### src/rtl/prio_irq_ctrl.sv
module prio_irq_ctrl #(
  parameter int NSRC = 8,
  parameter int PW   = 4,
  parameter int IDW  = $clog2(NSRC + 3)
) (
  input  logic              clk,
  input  logic              rst_n,
  input  logic [NSRC-1:0]   req,
  input  logic [NSRC*PW-1:0] src_lvl,
  input  logic              nmi,
  input  logic              sw_wr,
  input  logic [PW-1:0]     sw_lvl,
  input  logic              ack,
  input  logic              ret,
  output logic              irq,
  output logic [IDW-1:0]    ack_id,
  output logic              chain,
  output logic [PW-1:0]     cur_lvl
);

  localparam int             DEPTH   = NSRC + 1;
  localparam int             SPW     = $clog2(DEPTH + 1);
  localparam logic [PW-1:0]  PMAX    = PW'(NSRC);
  localparam logic [PW-1:0]  NMI_LVL = PW'(NSRC + 1);
  localparam logic [IDW-1:0] SW_ID   = IDW'(NSRC);
  localparam logic [IDW-1:0] NMI_ID  = IDW'(NSRC + 1);
  localparam logic [IDW-1:0] NONE_ID = '1;
  localparam logic [SPW-1:0] FULL    = SPW'(DEPTH);

  function automatic logic [PW-1:0] sat(input logic [PW-1:0] v);
    return (v > PMAX) ? PMAX : v;
  endfunction

  logic [PW-1:0]  stk [DEPTH];
  logic [SPW-1:0] sp;
  logic           sw_pend;
  logic [PW-1:0]  sw_lvl_q;
  logic [PW-1:0]  win_lvl;
  logic [IDW-1:0] win_id;

  always_comb begin
    win_lvl = '0;
    win_id  = NONE_ID;
    for (int i = 0; i < NSRC; i++)
      if (req[i] && sat(src_lvl[i*PW +: PW]) > win_lvl) begin
        win_lvl = sat(src_lvl[i*PW +: PW]);
        win_id  = IDW'(i);
      end
    if (sw_pend && sw_lvl_q > win_lvl) begin
      win_lvl = sw_lvl_q;
      win_id  = SW_ID;
    end
    if (nmi) begin
      win_lvl = NMI_LVL;
      win_id  = NMI_ID;
    end
  end

  wire [PW-1:0] top    = (sp != '0) ? stk[sp - 1'b1] : '0;
  wire          take   = ack && irq;
  wire          do_ret = ret && !ack && (sp != '0);

  assign irq    = win_lvl > cur_lvl;
  assign chain  = do_ret && (win_lvl > top);
  assign ack_id = (take || chain) ? win_id : NONE_ID;

  always_ff @(posedge clk or negedge rst_n) begin
    if (!rst_n) begin
      cur_lvl <= '0;
      sp      <= '0;
      for (int i = 0; i < DEPTH; i++) stk[i] <= '0;
    end else if (take) begin
      stk[sp] <= cur_lvl;
      sp      <= sp + 1'b1;
      cur_lvl <= win_lvl;
    end else if (chain) begin
      cur_lvl <= win_lvl;
    end else if (do_ret) begin
      cur_lvl <= top;
      sp      <= sp - 1'b1;
    end
  end

  always_ff @(posedge clk or negedge rst_n) begin
    if (!rst_n) begin
      sw_pend  <= 1'b0;
      sw_lvl_q <= '0;
    end else if (sw_wr) begin
      sw_pend  <= |sw_lvl;
      sw_lvl_q <= sat(sw_lvl);
    end else if ((take || chain) && win_id == SW_ID) begin
      sw_pend  <= 1'b0;
    end
  end

  a_r2_accept_raises: assert property (@(posedge clk) disable iff (!rst_n)
    take |=> cur_lvl > $past(cur_lvl));
  a_r3_return_lowers: assert property (@(posedge clk) disable iff (!rst_n)
    (do_ret && !chain) |=> cur_lvl < $past(cur_lvl));
  a_r3_stack_bound: assert property (@(posedge clk) disable iff (!rst_n)
    sp <= FULL);
  a_r4_nmi_requests: assert property (@(posedge clk) disable iff (!rst_n)
    (nmi && cur_lvl != NMI_LVL) |-> irq);
  a_r4_nmi_no_reentry: assert property (@(posedge clk) disable iff (!rst_n)
    (cur_lvl == NMI_LVL) |-> !irq);
  a_r7_chain_keeps_depth: assert property (@(posedge clk) disable iff (!rst_n)
    chain |=> sp == $past(sp));
  a_r8_spurious_ack: assert property (@(posedge clk) disable iff (!rst_n)
    (ack && !irq) |=> ($stable(cur_lvl) && $stable(sp)));

endmodule

### config.mk
export PLATFORM = sky130hd
export DESIGN_NAME = prio_irq_ctrl
export DESIGN_NICKNAME = d
export VERILOG_FILES = /design/src/rtl/prio_irq_ctrl.sv
export SDC_FILE = /design/constraint.sdc
export NUM_CORES = 1
export LEC_CHECK = 0
export BUFFER_PORTS_ARGS = -buffer_cell sky130_fd_sc_hd__buf_2
export CAP_MARGIN = 20
export CORE_MARGIN = 4
export CORE_UTILIZATION = 63
export DETAILED_ROUTE_END_ITERATION = 10
export PLACE_DENSITY = 0.83
export REMOVE_ABC_BUFFERS = 1
export SYNTH_ARGS = -nofsm -noshare
export SYNTH_HDL_FRONTEND = slang
export SYNTH_SLANG_ARGS = --single-unit
### constraint.sdc
create_clock -name clk -period 57 [get_ports clk]
set_input_delay 11.4 -clock clk [delete_from_list [all_inputs] [get_ports clk]]
set_output_delay 11.4 -clock clk [all_outputs]
set_load 0.01 [all_outputs]
Word-level counts from Yosys, hierarchy flattened
Cells that the tools add are included.

word-level totals
  flip-flop bits (word level) = 49
  output and inout bits = 10
  word-level logic and storage cells = 110

cells by class
  add/sub/neg operators = 2
  $lt $le $gt $ge = 23
  equality and inequality tests = 2
  mux-type cells = 45
  bitwise logic cells = 2
  reductions and logical operators = 23

operators by type and width
  operator                                                    number
  two-way mux 4 bit                                           40
  > comparator 4 bit                                          10
  bitwise mux 36 bit                                          1
  > comparator 4 bit, second input constant                   9
  binary-select mux 4 bit (select 4 bit)                      1
  demux 4 bit (select 4 bit)                                  1
  logical AND 1 bit                                           15
  >= comparator 5 bit, second input constant                  2
  NOT 4 -> 5 bit                                              2
  less-than comparator 5 x 1 -> 1 bit, second input constant  1
  adder 4 x 1 -> 4 bit, second input constant                 1
  equality test 4 bit, second input constant                  1
  > comparator 4 x 1 -> 1 bit, second input constant          1
  nonzero test 2 bit                                          2
  nonzero test 4 bit                                          1
  OR reduction 4 bit                                          1
  subtractor 4 x 1 -> 4 bit, second input constant            1
  nonzero test 3 bit                                          1
  two-way mux 1 bit                                           2
  inequality test 2 x 1 -> 1 bit, second input constant       1
  AND reduction 2 bit                                         1
  zero test 1 bit                                             1
  logical OR 1 bit                                            1

Depth between registers and ports, before layout
  depth after elaboration = 36
  gate-level depth with buffers = 74

Least setup slack after synthesis
Ideal clock, no wire load.

  path type = input port to output port
  start = input port req[0]
  end = output port ack_id[3]
  data arrival time = 23.996 ns
  required time = 45.600 ns
  setup slack = 21.604 ns
  stages on the path = 65
  path buffers = 2
  cells stage by stage = nor2b_4 -> nand2_1 -> ha_1 -> nor2b_1 -> o211ai_1 -> a21oi_1 -> mux2_2 -> ha_1 -> a21oi_1 -> a21o_1 -> buf_2 -> nor2_1 -> a21oi_1 -> inv_1 -> ha_1 -> nand4_1 -> nand2_1 -> a21oi_4 -> [... 29 more ...] -> nor2_1 -> inv_1 -> o31ai_2 -> ha_1 -> o21a_1 -> o21a_1 -> o211ai_1 -> mux2_2 -> nor2_1 -> ha_1 -> nor2b_1 -> o21a_1 -> o21a_1 -> o21a_1 -> nand2_1 -> nand2b_1 -> and2_1 -> o41ai_1

between the ends
  longest elaborated chain between the ends = 31
  elaborated cells on any way between the ends = 43

ends and longest elaborated chain
  what                    RTL line  RTL
  from (decl)             8         input logic [NSRC-1:0] req,
  logical AND 1 bit (*)   45        if (req[i] && sat(src_lvl[i*PW +: PW]) > win_lvl) begin
  two-way mux 4 bit (*)   45
  > comparator 4 bit      45
  logical AND 1 bit       45
  two-way mux 4 bit (*)   45
  > comparator 4 bit      45
  logical AND 1 bit       45
  two-way mux 4 bit (*)   45
  [... 16 more ...]       --
  logical AND 1 bit       49        if (sw_pend && sw_lvl_q > win_lvl) begin
  two-way mux 4 bit (*)   49
  two-way mux 4 bit (*)   53        if (nmi) begin
  > comparator 4 bit (*)  63        assign irq = win_lvl > cur_lvl;
  net irq                 15        output logic irq,
  logical AND 1 bit (*)   60        wire take = ack && irq;
  logical OR 1 bit (*)    65        assign ack_id = (take || chain) ? win_id : NONE_ID;
  two-way mux 4 bit (*)   65
  to (decl)               16        output logic [IDW-1:0] ack_id,

The timed path passes the listed nets; every way through them passes the cells marked *.

Final worst setup path
  start = input port req[0]
  end = output port ack_id[3]

between the ends
  longest elaborated chain between the ends = 31
  elaborated cells on any way between the ends = 43

ends and longest elaborated chain
  what                                   RTL line
  logical AND 1 bit (*)                  45
  two-way mux 4 bit                      45
  > comparator 4 bit                     45
  logical AND 1 bit                      45
  two-way mux 4 bit                      45
  > comparator 4 bit                     45
  logical AND 1 bit                      45
  two-way mux 4 bit                      45
  [... 15 more ...]                      --
  > comparator 4 bit                     49
  logical AND 1 bit                      49
  two-way mux 4 bit                      49
  two-way mux 4 bit                      53
  > comparator 4 bit (on tied branches)  63, 64
  logical AND 1 bit (on tied branches)   60, 64
  logical OR 1 bit                       65
  two-way mux 4 bit (*)                  65

Every way passes the cells marked *; elsewhere a longest branch is shown, timed or not.

==> run summary <==
The run finished with clean final reports. Net switching is 46.5% of the power. Setup repair after global routing left no endpoint under its margin. The number of gates resized after cts came out at 0. Once the clock tree was built, the setup fixing pass inserted 0 buffers. The synthesized netlist devotes 11.8% of its cell area to adder and majority cells. The critical path ends at ack_id[3]. Fill cell instance count of the final layout: 513. By area, the combinational part of the netlist is dominated by compound AO/OA/AOI/OAI gates. After layout, the worst path uses 65.5% of the clock period. Mean instance size in the synthesized netlist: 9.03 um^2.

The core box area was 6760 um^2; the highest ir drop seen on vdd was 30.3 uV. Detailed routing placed a total of 4950 um of wire on met2. The largest net degree at the start of global routing was 50. After clock tree synthesis, the clock-pin slew on the worst setup and hold paths is 0.09 ns. Number of nets with antenna violations after routing: 0.

The tools report the clock network power share as 10.6%. Counting every instance in the synthesized netlist gives 482. Counting the buffers created by CTS gives 5.

The portion of synthesized area spent on multiplexers is 12.3%. Most common flop cell mapped by yosys: sky130_fd_sc_hd__dfrtp_1. At the pin with the least slew margin, the transition time is 0.909 ns.

In this run the power density over the cells is 51.1 nW/um^2. The die span in y was 91.1 um. The logs give 65.2% for the combinational power share and 0.115 mW for the switching power summed over all nets.

After layout, the minimum clock period comes to 37.36 ns. For the maximum clock frequency, the log shows 26.8 MHz. The run gives 0.898 as the routability-driven placement congestion ratio. Per report_power, the sequential group accounts for 24.2% of the total. The top routing layer in use is met4. The max-cap violation count is 0. The tools report the number of failing hold endpoints at the final stage as 0. For this block, the routed nets add up to 10,300 um of wire. For this run, the total global-route usage over all layers was measured as 24.7%.

For the total power after layout, the log shows 0.246 mW. For this block, the initial DRC count from the detailed router was 226. After legalization and detailed placement, the total HPWL measured 8230 um.

After Yosys synthesis, XOR and XNOR cells account for 1.01% of the synthesized area. CTS saw 49 sinks. The type of the most critical hold path is reg -> reg.

The slowest stage of the critical path is the sky130_fd_sc_hd__a2111oi_4 cell. The largest single stage delay on the critical path is 0.57 ns. The synthesized netlist occupies a cell area of 4350 um^2. The total routed wire length on the met1 layer was 4770 um.

At the placement stage, the worst setup path has a slack of 19.89 ns. The cell type with the highest occurrence count on the critical path was sky130_fd_sc_hd__ha_1. For flop-to-flop paths, the worst setup slack is 52.34 ns.

The total inserted antenna cells is 0. TritonCTS built the clock tree. The remaining max-slew budget at the tightest pin was 38.9%. The clock reaches the later pin of the worst-skew pair after 0.30 ns. The capturing element type of the critical path is an output pin. The number of buffers inserted by hold repair at cts was 0; the starting utilization of the core area was 64.4%. The initial antenna violation count is 0, and the static power due to leakage is 2.25 nW. For this run, the detailed router's first-pass iteration total came to 5. Setup slack closes at 19.64 ns. The clock arrives with 0.00340 ns of skew. The tools report the kind of start point of the critical path as a primary input.

The clock passes through at most 2 buffers. The tools report the beginning of the critical path as req[0]. In the routed layout, each cell is associated on average with a via count of 6.31.

The fraction of synthesis flops using an asynchronous set or reset pin was 100%; the number of enable flip-flop cells after synthesis was 0. Counting distinct cell types in the post-synthesis netlist gives 75. The number of register bits inferred by synthesis came out at 49. The final count of negative-setup-slack endpoints was 0; the maximum fanout along the worst path was 10. For the total vias in the final route, the log shows 3,875. Net count reported at finish: 624. Summed over all nets, wire length on met3 after detailed routing comes to 471 um.

The number of ports placed on the die boundary is 60. The category of the most critical setup path is in -> out. The synthesized netlist devotes 22.3% of its cell area to compound gates.

Cell internal power was estimated by the tool at 0.132 mW. The floorplan has 30 rows. The via count of the first global-routing pass came out at 3,654. Data required time of the worst path: 45.60 ns. For the number of pins exceeding their max-slew limit in the final report, the log shows 0. The share of final-layout standard cells stronger than drive strength 1 works out to 23.8%. Data arrival time of the critical path: 25.96 ns. The count of buffers added on input and output ports is 59.

Adding up every negative setup slack in the final design gives 0 ns. The worst register-to-register path ends at cur_lvl[2]. The number of cells on the worst reg-to-reg path is 17, and the post-detailed-route wirelength per cell is 16.8 um. The tree is rooted in a sky130_fd_sc_hd__clkbuf_8. The launch instance of the worst register-to-register path is sp[0]. For this run, design rule violations remaining after detail routing come to 0. The tools report the die footprint as 8310 um^2.

From left edge to right edge, the die measures 91.1 um. The area growth from synthesis to layout is 10.7%. For the share of synthesized area occupied by flip-flops and latches, the log shows 28.2%. The Yosys step of the flow raised 0 warnings. The H-tree depth came out at 2. The first global-routing pass estimated 17,000 um of wire.

The total overflow left after global routing is 0. The post-synthesis share of cell area spent on and, or, nand and nor gates came out at 20.5%.
-- worst min-delay path by stage --
stage | from | end | slack (ns) | cells after the start
5_1_grt | stk[14] | stk[14] | 0.50 | 2
3_3_place_gp | stk[15] | stk[15] | 0.46 | 2
4_1_cts | stk[14] | stk[14] | 0.48 | 2
3_5_place_dp | stk[14] | stk[14] | 0.46 | 2
2_1_floorplan | stk[1] | stk[1] | 0.44 | 2
6_report | stk[9] | stk[9] | 0.48 | 2
-- worst max-delay path, delay by kind of cell --
family          cells  cell delay, ns
compound gates     23            5.86
simple gates       22            3.73
fa+ha+maj           9            2.65
mux                 4            1.48
buf+inv             6            0.83
-- power by group through the flow --
stage / sequential [mW] / clock, mW / combinational [mW]
after floorplan: 0.0567 / 0 / 0.120
after global placement: 0.0594 / 0 / 0.151
after detailed placement: 0.0602 / 0 / 0.157
after CTS: 0.0595 / 0.0265 / 0.158
after global routing: 0.0615 / 0.0279 / 0.176
final: 0.0597 / 0.0260 / 0.161
-- layer usage --
layer	GRT usage, %	vias to the layer above
met4	5.65	0
met1	35.1	1865
met2	40.1	115
li1	-	1880
met3	3.48	15
met5	0	-
-- registers in the layout, summed over array words and instances (netlist names) --
name,count
stk,36
cur_lvl,4
sp,4
sw_lvl_q,4
sw_pend,1
-- cell usage after synthesis (7+ instances only) --
master | instances | area share (%)
sky130_fd_sc_hd__dfrtp_1 | 49 | 28
sky130_fd_sc_hd__nand2_1 | 49 | 4.2
sky130_fd_sc_hd__ha_1 | 41 | 12
sky130_fd_sc_hd__o21ai_0 | 35 | 4.0
sky130_fd_sc_hd__inv_1 | 28 | 2.4
sky130_fd_sc_hd__nor2_1 | 27 | 2.3
sky130_fd_sc_hd__a21oi_1 | 24 | 2.8
sky130_fd_sc_hd__mux2_2 | 24 | 6.2
sky130_fd_sc_hd__nor2b_1 | 19 | 2.7
sky130_fd_sc_hd__nand2b_1 | 14 | 2.0
sky130_fd_sc_hd__clkbuf_1 | 11 | 0.95
sky130_fd_sc_hd__nand3_1 | 11 | 1.3
sky130_fd_sc_hd__a21o_1 | 8 | 1.4
sky130_fd_sc_hd__mux4_2 | 8 | 4.1
sky130_fd_sc_hd__and3_1 | 7 | 1.0
sky130_fd_sc_hd__mux2i_1 | 7 | 1.6
sky130_fd_sc_hd__nand4_1 | 7 | 1.0
sky130_fd_sc_hd__nor3_1 | 7 | 0.80
sky130_fd_sc_hd__o21a_1 | 7 | 1.2
-- through the flow --
stage | cells | hold WS (ns) | instance area, um^2 | util [%]
2_1_floorplan | 466 | 0.442 | 4290 | -
3_3_place_gp | 605 | 0.458 | 4680 | 69.3
3_5_place_dp | 605 | 0.465 | 4680 | 69.3
4_1_cts | 613 | 0.485 | 4800 | 71.1
5_1_grt | 614 | 0.501 | 4820 | 71.4
6_report | 614 | 0.481 | 4820 | 71.4
-- final cells by class --
class	count	area, um^2	area share (%)
sequential	49	1230	25.4
clock inverter	2	37.5	0.779
clock buffer	6	82.6	1.71
timing repair buffer	60	315	6.54
tap	80	100	2.08
multi-input combinational	389	2950	61.3
inverter	28	105	2.18
-- placed cells by master, fill, tap and decap left out, types with 14 or more instances in the layout --
| cell | n |
|---|---|
| sky130_fd_sc_hd__buf_2 | 59 |
| sky130_fd_sc_hd__nand2_1 | 49 |
| sky130_fd_sc_hd__dfrtp_1 | 49 |
| sky130_fd_sc_hd__ha_1 | 41 |
| sky130_fd_sc_hd__o21ai_0 | 35 |
| sky130_fd_sc_hd__inv_1 | 28 |
| sky130_fd_sc_hd__nor2_1 | 27 |
| sky130_fd_sc_hd__a21oi_1 | 24 |
| sky130_fd_sc_hd__mux2_2 | 24 |
| sky130_fd_sc_hd__nor2b_1 | 19 |
| sky130_fd_sc_hd__nand2b_1 | 14 |
-- cell families after synthesis --
family,Yosys count
xor gates and xnor gates,5
DFF,49
adders and majority gates,41
muxes,40
and+or+nand+nor,169
buffers and inverters,44
AOI/OAI and AO/OA,134
Note: power is estimated with default switching activity, not from simulation.
